## config.mk

```make
export PLATFORM = sky130hd
export DESIGN_NAME = branch_exec_unit
export DESIGN_NICKNAME = d
export VERILOG_FILES = /design/src/rtl/bxu_pkg.sv /design/src/rtl/bxu_decode.sv /design/src/rtl/bxu_eval.sv /design/src/rtl/bxu_target.sv /design/src/rtl/branch_exec_unit.sv
export SDC_FILE = /design/constraint.sdc
export NUM_CORES = 1
export LEC_CHECK = 0
export BUFFER_PORTS_ARGS = -buffer_cell sky130_fd_sc_hd__buf_2
export CAP_MARGIN = 10
export CORE_ASPECT_RATIO = 0.75
export CORE_UTILIZATION = 35
export DETAILED_ROUTE_END_ITERATION = 10
export MAX_ROUTING_LAYER = met4
export PLACE_DENSITY = 0.56
export SYNTH_ARGS = -nofsm -noshare
export SYNTH_HDL_FRONTEND = slang
export SYNTH_SLANG_ARGS = --single-unit
```

## constraint.sdc

```tcl
create_clock -name clk -period 5.6 [get_ports clk]
set_input_delay 0.56 -clock clk [delete_from_list [all_inputs] [get_ports clk]]
set_output_delay 0.56 -clock clk [all_outputs]
set_load 0.02 [all_outputs]
```

## src/rtl/bxu_pkg.sv

```systemverilog
package bxu_pkg;
  localparam int CYC_W = 4;

  typedef enum logic [3:0] {
    K_NOP, K_JNZ, K_CJ_ADIR, K_CJ_AIMM, K_CJ_RIMM, K_CJ_IND,
    K_DJ_REG, K_DJ_DIR, K_AJMP, K_LJMP
  } kind_e;

  typedef struct packed {
    kind_e            kind;
    logic [1:0]       len;
    logic [CYC_W-1:0] cyc_nt;
    logic [CYC_W-1:0] cyc_t;
  } dec_t;
endpackage

```

## src/rtl/bxu_decode.sv

```systemverilog
module bxu_decode
  import bxu_pkg::*;
#(
  parameter int CYC_NOP   = 1,
  parameter int CYC_SHORT = 2,
  parameter int CYC_LONG  = 3,
  parameter int CYC_IND   = 4,
  parameter int CYC_EXTRA = 1,
  parameter int CYC_AJMP  = 3,
  parameter int CYC_LJMP  = 4
) (
  input  logic [7:0] op,
  output dec_t       d
);
  localparam logic [CYC_W-1:0] C_NOP  = CYC_W'(CYC_NOP);
  localparam logic [CYC_W-1:0] C_SH   = CYC_W'(CYC_SHORT);
  localparam logic [CYC_W-1:0] C_LG   = CYC_W'(CYC_LONG);
  localparam logic [CYC_W-1:0] C_IN   = CYC_W'(CYC_IND);
  localparam logic [CYC_W-1:0] C_SH_T = CYC_W'(CYC_SHORT + CYC_EXTRA);
  localparam logic [CYC_W-1:0] C_LG_T = CYC_W'(CYC_LONG + CYC_EXTRA);
  localparam logic [CYC_W-1:0] C_IN_T = CYC_W'(CYC_IND + CYC_EXTRA);
  localparam logic [CYC_W-1:0] C_AJ   = CYC_W'(CYC_AJMP);
  localparam logic [CYC_W-1:0] C_LJ   = CYC_W'(CYC_LJMP);

  always_comb begin
    d = '{kind: K_NOP, len: 2'd1, cyc_nt: C_NOP, cyc_t: C_NOP};
    casez (op)
      8'h70:       d = '{kind: K_JNZ,     len: 2'd2, cyc_nt: C_SH, cyc_t: C_SH_T};
      8'hB5:       d = '{kind: K_CJ_ADIR, len: 2'd3, cyc_nt: C_LG, cyc_t: C_LG_T};
      8'hB4:       d = '{kind: K_CJ_AIMM, len: 2'd3, cyc_nt: C_LG, cyc_t: C_LG_T};
      8'b1011_011?: d = '{kind: K_CJ_IND, len: 2'd3, cyc_nt: C_IN, cyc_t: C_IN_T};
      8'b1011_1???: d = '{kind: K_CJ_RIMM, len: 2'd3, cyc_nt: C_LG, cyc_t: C_LG_T};
      8'b1101_1???: d = '{kind: K_DJ_REG, len: 2'd2, cyc_nt: C_SH, cyc_t: C_SH_T};
      8'hD5:       d = '{kind: K_DJ_DIR,  len: 2'd3, cyc_nt: C_LG, cyc_t: C_LG_T};
      8'b???0_0001: d = '{kind: K_AJMP,   len: 2'd2, cyc_nt: C_AJ, cyc_t: C_AJ};
      8'h02:       d = '{kind: K_LJMP,    len: 2'd3, cyc_nt: C_LJ, cyc_t: C_LJ};
      default:     d = '{kind: K_NOP,     len: 2'd1, cyc_nt: C_NOP, cyc_t: C_NOP};
    endcase
  end
endmodule

```

## src/rtl/bxu_eval.sv

```systemverilog
module bxu_eval
  import bxu_pkg::*;
#(
  parameter int DW = 8
) (
  input  kind_e         kind,
  input  logic [DW-1:0] acc,
  input  logic [DW-1:0] rn_val,
  input  logic [DW-1:0] mem_val,
  input  logic [DW-1:0] imm,
  output logic          take,
  output logic          carry,
  output logic          carry_we,
  output logic          wb_we,
  output logic [DW-1:0] wb_val
);
  logic [DW-1:0] lhs, rhs, dsrc, dres;

  always_comb begin
    unique case (kind)
      K_CJ_ADIR: begin lhs = acc;     rhs = mem_val; end
      K_CJ_AIMM: begin lhs = acc;     rhs = imm;     end
      K_CJ_RIMM: begin lhs = rn_val;  rhs = imm;     end
      K_CJ_IND:  begin lhs = mem_val; rhs = imm;     end
      default:   begin lhs = acc;     rhs = imm;     end
    endcase
    dsrc = (kind == K_DJ_REG) ? rn_val : mem_val;
    dres = dsrc - DW'(1);
  end

  always_comb begin
    take     = 1'b0;
    carry    = 1'b0;
    carry_we = 1'b0;
    wb_we    = 1'b0;
    wb_val   = '0;
    case (kind)
      K_JNZ: take = (acc != '0);
      K_CJ_ADIR, K_CJ_AIMM, K_CJ_RIMM, K_CJ_IND: begin
        take     = (lhs != rhs);
        carry    = (lhs < rhs);
        carry_we = 1'b1;
      end
      K_DJ_REG, K_DJ_DIR: begin
        wb_we  = 1'b1;
        wb_val = dres;
        take   = (dres != '0);
      end
      K_AJMP, K_LJMP: take = 1'b1;
      default: take = 1'b0;
    endcase
  end


  always_comb begin
    if (carry_we && carry) begin
      cmp_carry_chk: assert (take) else $error("carry set on equal operands");
    end
  end
endmodule

```

## src/rtl/bxu_target.sv

```systemverilog
module bxu_target
  import bxu_pkg::*;
#(
  parameter int PC_W   = 16,
  parameter int CODE_W = 13
) (
  input  kind_e           kind,
  input  logic [1:0]      len,
  input  logic            take,
  input  logic [PC_W-1:0] pc,
  input  logic [7:0]      op,
  input  logic [7:0]      b1,
  input  logic [7:0]      b2,
  output logic [PC_W-1:0] next_pc
);
  localparam int PAGE_W = 11;

  logic [PC_W-1:0] seq, rel_tgt, page_tgt, long_tgt;
  logic [7:0]      rel;
  logic [15:0]     abs16;

  assign seq      = pc + PC_W'(len);
  assign rel      = (len == 2'd2) ? b1 : b2;
  assign rel_tgt  = seq + {{(PC_W-8){rel[7]}}, rel};
  assign page_tgt = {seq[PC_W-1:PAGE_W], op[7:5], b1};
  assign abs16    = {b1, b2};

  generate
    if (CODE_W < PC_W) begin : g_mask
      assign long_tgt = {{(PC_W-CODE_W){1'b0}}, abs16[CODE_W-1:0]};
    end else begin : g_full
      assign long_tgt = PC_W'(abs16);
    end
  endgenerate

  always_comb begin
    if (!take)                next_pc = seq;
    else if (kind == K_AJMP)  next_pc = page_tgt;
    else if (kind == K_LJMP)  next_pc = long_tgt;
    else                      next_pc = rel_tgt;
  end
endmodule

```

## src/rtl/branch_exec_unit.sv

```systemverilog
module branch_exec_unit
  import bxu_pkg::*;
#(
  parameter int PC_W      = 16,
  parameter int CODE_W    = 13,
  parameter int CYC_NOP   = 1,
  parameter int CYC_SHORT = 2,
  parameter int CYC_LONG  = 3,
  parameter int CYC_IND   = 4,
  parameter int CYC_EXTRA = 1,
  parameter int CYC_AJMP  = 3,
  parameter int CYC_LJMP  = 4
) (
  input  logic             clk,
  input  logic             rst,
  input  logic             in_valid,
  output logic             in_ready,
  input  logic [7:0]       ins_op,
  input  logic [7:0]       ins_b1,
  input  logic [7:0]       ins_b2,
  input  logic [PC_W-1:0]  pc,
  input  logic [7:0]       acc,
  input  logic [7:0]       rn_val,
  input  logic [7:0]       mem_val,
  output logic             out_valid,
  output logic [PC_W-1:0]  next_pc,
  output logic             taken,
  output logic [CYC_W-1:0] cycles,
  output logic             carry,
  output logic             carry_we,
  output logic             wb_we,
  output logic [7:0]       wb_val,
  output logic [7:0]       wb_addr,
  output logic             wb_reg,
  output logic             wb_sfr
);
  dec_t            dec;
  logic            take_c, carry_c, carry_we_c, wb_we_c;
  logic [7:0]      wb_val_c, wb_addr_c;
  logic [PC_W-1:0] npc_c;
  logic            fire;

  bxu_decode #(
    .CYC_NOP(CYC_NOP), .CYC_SHORT(CYC_SHORT), .CYC_LONG(CYC_LONG),
    .CYC_IND(CYC_IND), .CYC_EXTRA(CYC_EXTRA), .CYC_AJMP(CYC_AJMP),
    .CYC_LJMP(CYC_LJMP)
  ) u_dec (.op(ins_op), .d(dec));

  bxu_eval #(.DW(8)) u_eval (
    .kind(dec.kind), .acc(acc), .rn_val(rn_val), .mem_val(mem_val),
    .imm(ins_b1), .take(take_c), .carry(carry_c), .carry_we(carry_we_c),
    .wb_we(wb_we_c), .wb_val(wb_val_c)
  );

  bxu_target #(.PC_W(PC_W), .CODE_W(CODE_W)) u_tgt (
    .kind(dec.kind), .len(dec.len), .take(take_c), .pc(pc), .op(ins_op),
    .b1(ins_b1), .b2(ins_b2), .next_pc(npc_c)
  );

  assign fire      = in_valid && in_ready;
  assign wb_addr_c = (dec.kind == K_DJ_REG) ? {5'd0, ins_op[2:0]} : ins_b1;

  always_ff @(posedge clk) begin
    if (rst) begin
      in_ready  <= 1'b0;
      out_valid <= 1'b0;
      next_pc   <= '0;
      taken     <= 1'b0;
      cycles    <= '0;
      carry     <= 1'b0;
      carry_we  <= 1'b0;
      wb_we     <= 1'b0;
      wb_val    <= '0;
      wb_addr   <= '0;
      wb_reg    <= 1'b0;
      wb_sfr    <= 1'b0;
    end else begin
      in_ready  <= 1'b1;
      out_valid <= fire;
      if (fire) begin
        next_pc  <= npc_c;
        taken    <= take_c;
        cycles   <= take_c ? dec.cyc_t : dec.cyc_nt;
        carry    <= carry_c;
        carry_we <= carry_we_c;
        wb_we    <= wb_we_c;
        wb_val   <= wb_val_c;
        wb_addr  <= wb_we_c ? wb_addr_c : 8'd0;
        wb_reg   <= wb_we_c && (dec.kind == K_DJ_REG);
        wb_sfr   <= wb_we_c && (dec.kind == K_DJ_DIR) && ins_b1[7];
      end
    end
  end


  resp_follows_chk: assert property (@(posedge clk) disable iff (rst)
    out_valid |-> $past(in_valid && in_ready));


  djnz_take_chk: assert property (@(posedge clk) disable iff (rst)
    (out_valid && wb_we) |-> (taken == (wb_val != 8'd0)));


  wb_carry_excl_chk: assert property (@(posedge clk) disable iff (rst)
    $onehot0({wb_we, carry_we}));


  seq_step_chk: assert property (@(posedge clk) disable iff (rst)
    (out_valid && !taken) |->
      (((next_pc - $past(pc)) >= PC_W'(1)) && ((next_pc - $past(pc)) <= PC_W'(3))));


  nt_cycles_chk: assert property (@(posedge clk) disable iff (rst)
    (out_valid && !taken) |-> (cycles >= CYC_W'(CYC_NOP) && cycles <= CYC_W'(CYC_IND)));
endmodule

```

==> Yosys cells after proc, flatten, opt, wreduce, memory -nomap -nowiden <==
Index checks and enable logic that the tools add are counted.
{ "word_totals": {"ff_bits": 44} }
{ "op_classes": {"add_sub_neg": 3, "magnitude_cmp": 1, "eq_ne": 20, "mux": 17, "n_reduce_logical": 9} }
{ "ops": {"columns": ["op", "n"], "rows": [
  ["$pmux 14 s9", 1],
  ["$mux 16", 3],
  ["$mux 8", 6],
  ["$eq 8x8->1 const B", 3],
  ["$add 16x16->16", 1],
  ["$add 16x2->16", 1],
  ["$eq 4x3->1 const B", 4],
  ["$pmux 8 s2", 1],
  ["$reduce_bool 8->1", 2],
  ["$eq 5x5->1 const B", 2],
  ["$eq 4x2->1 const B", 2],
  ["$eq 4x4->1 const B", 2],
  ["$eq 8x2->1 const B", 1],
  ["$eq 8x7->1 const B", 1],
  ["$lt 8x8->1", 1],
  ["$ne 8x8->1", 1],
  ["$sub 8x1->8 const B", 1],
  ["$eq 7x7->1 const B", 1],
  ["$eq 5x1->1 const B", 1],
  ["$eq 4x1->1 const B", 1],
  ["$logic_and 1x1->1", 4],
  ["$mux 1", 4],
  ["$mux 4", 1],
  ["$pmux 1 s4", 1],
  ["3 further kinds", 4]
]} }

==> Logic depth before layout (Yosys ltp) <==
{ "logic_depth": {"ltp_word": 8, "depth_mapped": 21, "mapped_depth_nobuf": 19} }

==> Hierarchy <==
Synthesis repeated with hierarchy kept, for this count alone.
{ "unflattened": {"cells_unflattened": 575, "hier_area_um2": 4383.0} }
{ "by_module_without_submodules": {"columns": ["module", "instances", "cells_each", "area_per_inst_um2", "seq_area_each_um2"], "rows": [
  ["branch_exec_unit", 1, 192, 1646.6, 880.8],
  ["bxu_target", 1, 213, 1564.0, 0.0],
  ["bxu_eval", 1, 125, 898.4, 0.0],
  ["bxu_decode", 1, 45, 274.0, 0.0]
]} }

==> Worst setup path before layout <==
OpenSTA, ideal clock, no wires.
{ "synth_path": {"path_type": "input to register", "start": "in ins_op[3]", "end": "reg next_pc[15]", "t_arrival_ps": 4562, "required_time_ps": 5474, "path_slack_ps": 912, "stages": 19, "path_buffers": 2, "path_cell_list": "clkbuf_1 > or4_1 > or4_1 > clkbuf_1 > nand2_1 > nor2_1 > nand2_1 > inv_1 > fa_1 > nor2_1 > xor2_1 > ha_1 > a21o_1 > a21oi_1 > a31oi_1 > a31o_2 > o41a_1 > xnor2_1 > o21ai_0"} }
{ "synth_via": {"elab_chain_cells": 8, "elab_cells_between_ends": 36, "classes_between": "add/sub: 3; eq/ne: 20; mux: 9; reduce/logical: 4"} }
{ "synth_lines": {"columns": ["element", "line", "source"], "rows": [
  ["start: declaration", "branch_exec_unit.sv:18", "input logic [7:0] ins_op,"],
  ["$eq 8x2->1, or another cell as far along", "bxu_decode.sv:27", "casez (op)"],
  ["$pmux 14 s9 *", "bxu_decode.sv:27", null],
  ["parallel branches: the longest is 5 deep, another holds $add 16x2->16", null, null],
  ["$mux 16 *", "bxu_target.sv:37", "if (!take) next_pc = seq;"],
  ["end signal: assignment", "branch_exec_unit.sv:81", "next_pc <= npc_c;"],
  ["end: declaration", "branch_exec_unit.sv:26", "output logic [PC_W-1:0] next_pc,"]
]} }
Mark *: on every way between the ends.
A chain may end at the register's enable or synchronous reset.

==> Worst setup path after layout <==
{ "layout_path": {"start": "in ins_op[3]", "end": "reg next_pc[14]"} }
The elaborated chain is that of the path after synthesis.

==> out/results.ini <==
[place]
place_congestion = 0.958
placed_cells = 768
port_buffers = 109
hpwl_um = 12100

[finish]
nets = 732
largest_register_ffs = 16
drive_gt1_share_pct = 23.6
top_register = next_pc
top_regs = next_pc: 16 flops, wb_addr: 8 flops, wb_val: 8 flops
diodes = 0
areaGrowthSynthToFinish_pct = 21.6
fin_cells = 776

[sta]
max_freq_ghz = 0.197
finalCritPeriodShare_pct = 90.8
fin_worst_skew_ns = 0.0120
hold_viol = 0
rsz0062_at_grt = false
fin_crit_ns = 5.08
slew_violations = 0
tns_ns = 0
maxSlewHeadroom_pct = 27.2
setup_viol = 0
worstMarginPinSlew_ns = 1.09

[critical_path]
end_kind = register
path_class = primary input to register
slowest_stage = or4_1
crit_path_max_fanout = 17
cp_num_buf_inv = 2
crit_arrival_ns = 5.24
required_ns = 5.76
critical-path-top-delay-family = simple AND/OR/NAND/NOR gates
start_kind = primary input
worstPathCellList = buf_2, or4_1, or4_1, nand2_1, nor2_1, nand2_1, inv_1, fa_1, nor2_1, nand3_1, xnor2_1, ha_1, a21o_1, a21oi_1, nor3b_1, o21ai_0, a31o_2, a21oi_1, xor2_1, o22ai_1
cpPeakStageDelay_ns = 0.68

[job]
drv_cap = 0

[power_and_ir_drop]
swShare_pct = 34.8
leakage_nw = 2.10
seq_power_share_pct = 31.6
vdd_drop_max_uv = 125
cellPowerDensity_nw_per_um2 = 206
power_switching_mw = 0.354
clockPowerShare_pct = 34.9
p_int_mw = 0.664
p_comb_share_pct = 33.5

[synthesis]
netlist_instances = 534
synth.most_common_cell = nand2_1
yosys_warnings = 0
yosysTopAreaCellShare_pct = 21.2
synth-edff-count = 0
synth.area.top_cells = dfxtp_1, ha_1, nand2_1
ys_dominant_reg_cell = dfxtp_1
synth-seq-cells = 43
yosysSeqAreaShare_pct = 21.2
synthTopCellsByCount = nand2_1, nor2_1, dfxtp_1, o21ai_0, ha_1
syn-cell-area_um2 = 4060
synth_area_per_cell_um2 = 7.60
async_flop_share_pct = 0
synth_largest_area_cell = dfxtp_1
synth.distinct_cells = 65
syn-num-nets = 631

[cts]
clockBufferDepth = 2
cts_resized = 0
cts_setup_buffers = 0
clk_latency_ns = 0.30
cts_tree = done
clk_pin_slew_worst_paths_ns = 0.07
htreeDepth = 2
cts_made_buffers = 5
clock_sinks = 43
ctsHoldBuffers = 0
clockRootBuffer = clkbuf_16

[routing]
postRouteAntennaNets = 0
via_count = 4513
route.detailed.drc = 0
routedWlPerCell_um = 19.8
viasPerCell = 5.82
wirelength_um = 15400
dr.first_iter.drc_count = 456
drtPass1Iterations = 5

[global_routing]
grt_pass1_wl_um = 23600
overflow = 0
grt_max_degree = 28
grt.total_usage_pct = 26.7
antenna_found_initial = 0
grt_pass1_vias = 4197

[floorplanning]
core_um2 = 11100
rows = 33
die_y_um = 95.2
initial_core_util_pct = 36.5
die_w_um = 126
die_area_um2 = 12000
pin_count = 111

[run_status]
status = complete, no violations

[min_path]
hp-class = register to register

## power by group through the flow
stage               registers [mW]  clock network [mW]  logic (mW)
global placement             0.329                   0       0.335
finish                       0.322               0.355       0.341
detailed placement           0.329                   0       0.334
CTS                          0.322               0.357       0.336
global route                 0.324               0.370       0.374
floorplan                    0.341                   0       0.207
## placed cells by master (no fill, tap or decap), types with 3 or more instances in the layout
master / n
o221ai_1: 3
o2111ai_1: 3
a32oi_1: 4
clkbuf_16: 5
mux2i_1: 18
a21o_1: 5
nor2b_1: 6
dfxtp_1: 43
nor4_1: 5
a31o_2: 3
nor4_2: 3
buf_2: 109
nor2_1: 49
nand2_1: 63
nor3_1: 12
or3_1: 4
ha_1: 28
a22oi_1: 17
a22o_1: 4
nor3b_1: 3
mux2_2: 9
a211o_1: 3
xor2_1: 14
o21a_1: 5
a21oi_1: 27
a31oi_1: 13
or4_1: 6
o21ai_0: 32
and2_1: 6
nand4_1: 6
nand3_1: 20
inv_1: 8
o211ai_1: 15
nand2b_1: 9
buf_4: 14
a211oi_1: 10
xnor2_1: 16
## cell families after synthesis
family | after synthesis | synth area share, %
AOI/OAI and AO/OA | 161 | 26.8
xor gates and xnor gates | 30 | 6.48
adders and majority gates | 30 | 9.62
buffers and inverters | 37 | 3.95
DFF | 43 | 21.2
muxes | 28 | 7.31
other | 1 | 0.0924
and+or+nand+nor | 204 | 24.5
## through the flow
step	worst slack, ns	hold slack (ns)	util [%]	power (mW)	cell area, µm²
after detailed placement	0.276	0.446	42.9	0.664	4760
after global placement	0.398	0.437	42.9	0.663	4760
after CTS	0.559	0.457	44.4	1.02	4930
after floorplan	0.912	0.517	-	0.548	4060
final	0.516	0.453	44.4	1.02	4930
after global routing	0.165	0.478	44.4	1.07	4930
## worst register-to-register path: stages, from the launching register on
cell      delay [ns]
dfxtp_1         0.34
nand2_1         0.52
nor2_1          0.86
o221ai_1        0.37
a21oi_1         0.20
## layout make-up
cell class,instances,area [µm²]
Clock buffer,5,125
Clock inverter,3,43.8
Fill cell,1153,6170
Inverter,8,30.0
Multi-Input combinational cell,454,3050
Sequential cell,43,861
Tap cell,140,175
Timing Repair Buffer,123,651
## routing by layer
layer	global-route usage, %	wire length (µm)	up-vias
met5	-	0	-
li1	-	-	2202
met1	39.3	7900	2086
met2	36.1	5940	212
met4	6.12	201	0
met3	6.00	1330	13
## path summary, 6_finish.rpt
check | from | cells past startpoint | slack [ns] | to
worst min register to register | wb_sfr | 2 | 0.45 | wb_sfr
worst min-delay path | wb_sfr | 2 | 0.45 | wb_sfr
worst max-delay path | ins_op[3] | 20 | 0.52 | next_pc[14]
worst max register to register | in_ready | 4 | 3.26 | wb_addr[0]
Power figures use the tool's default switching activity.
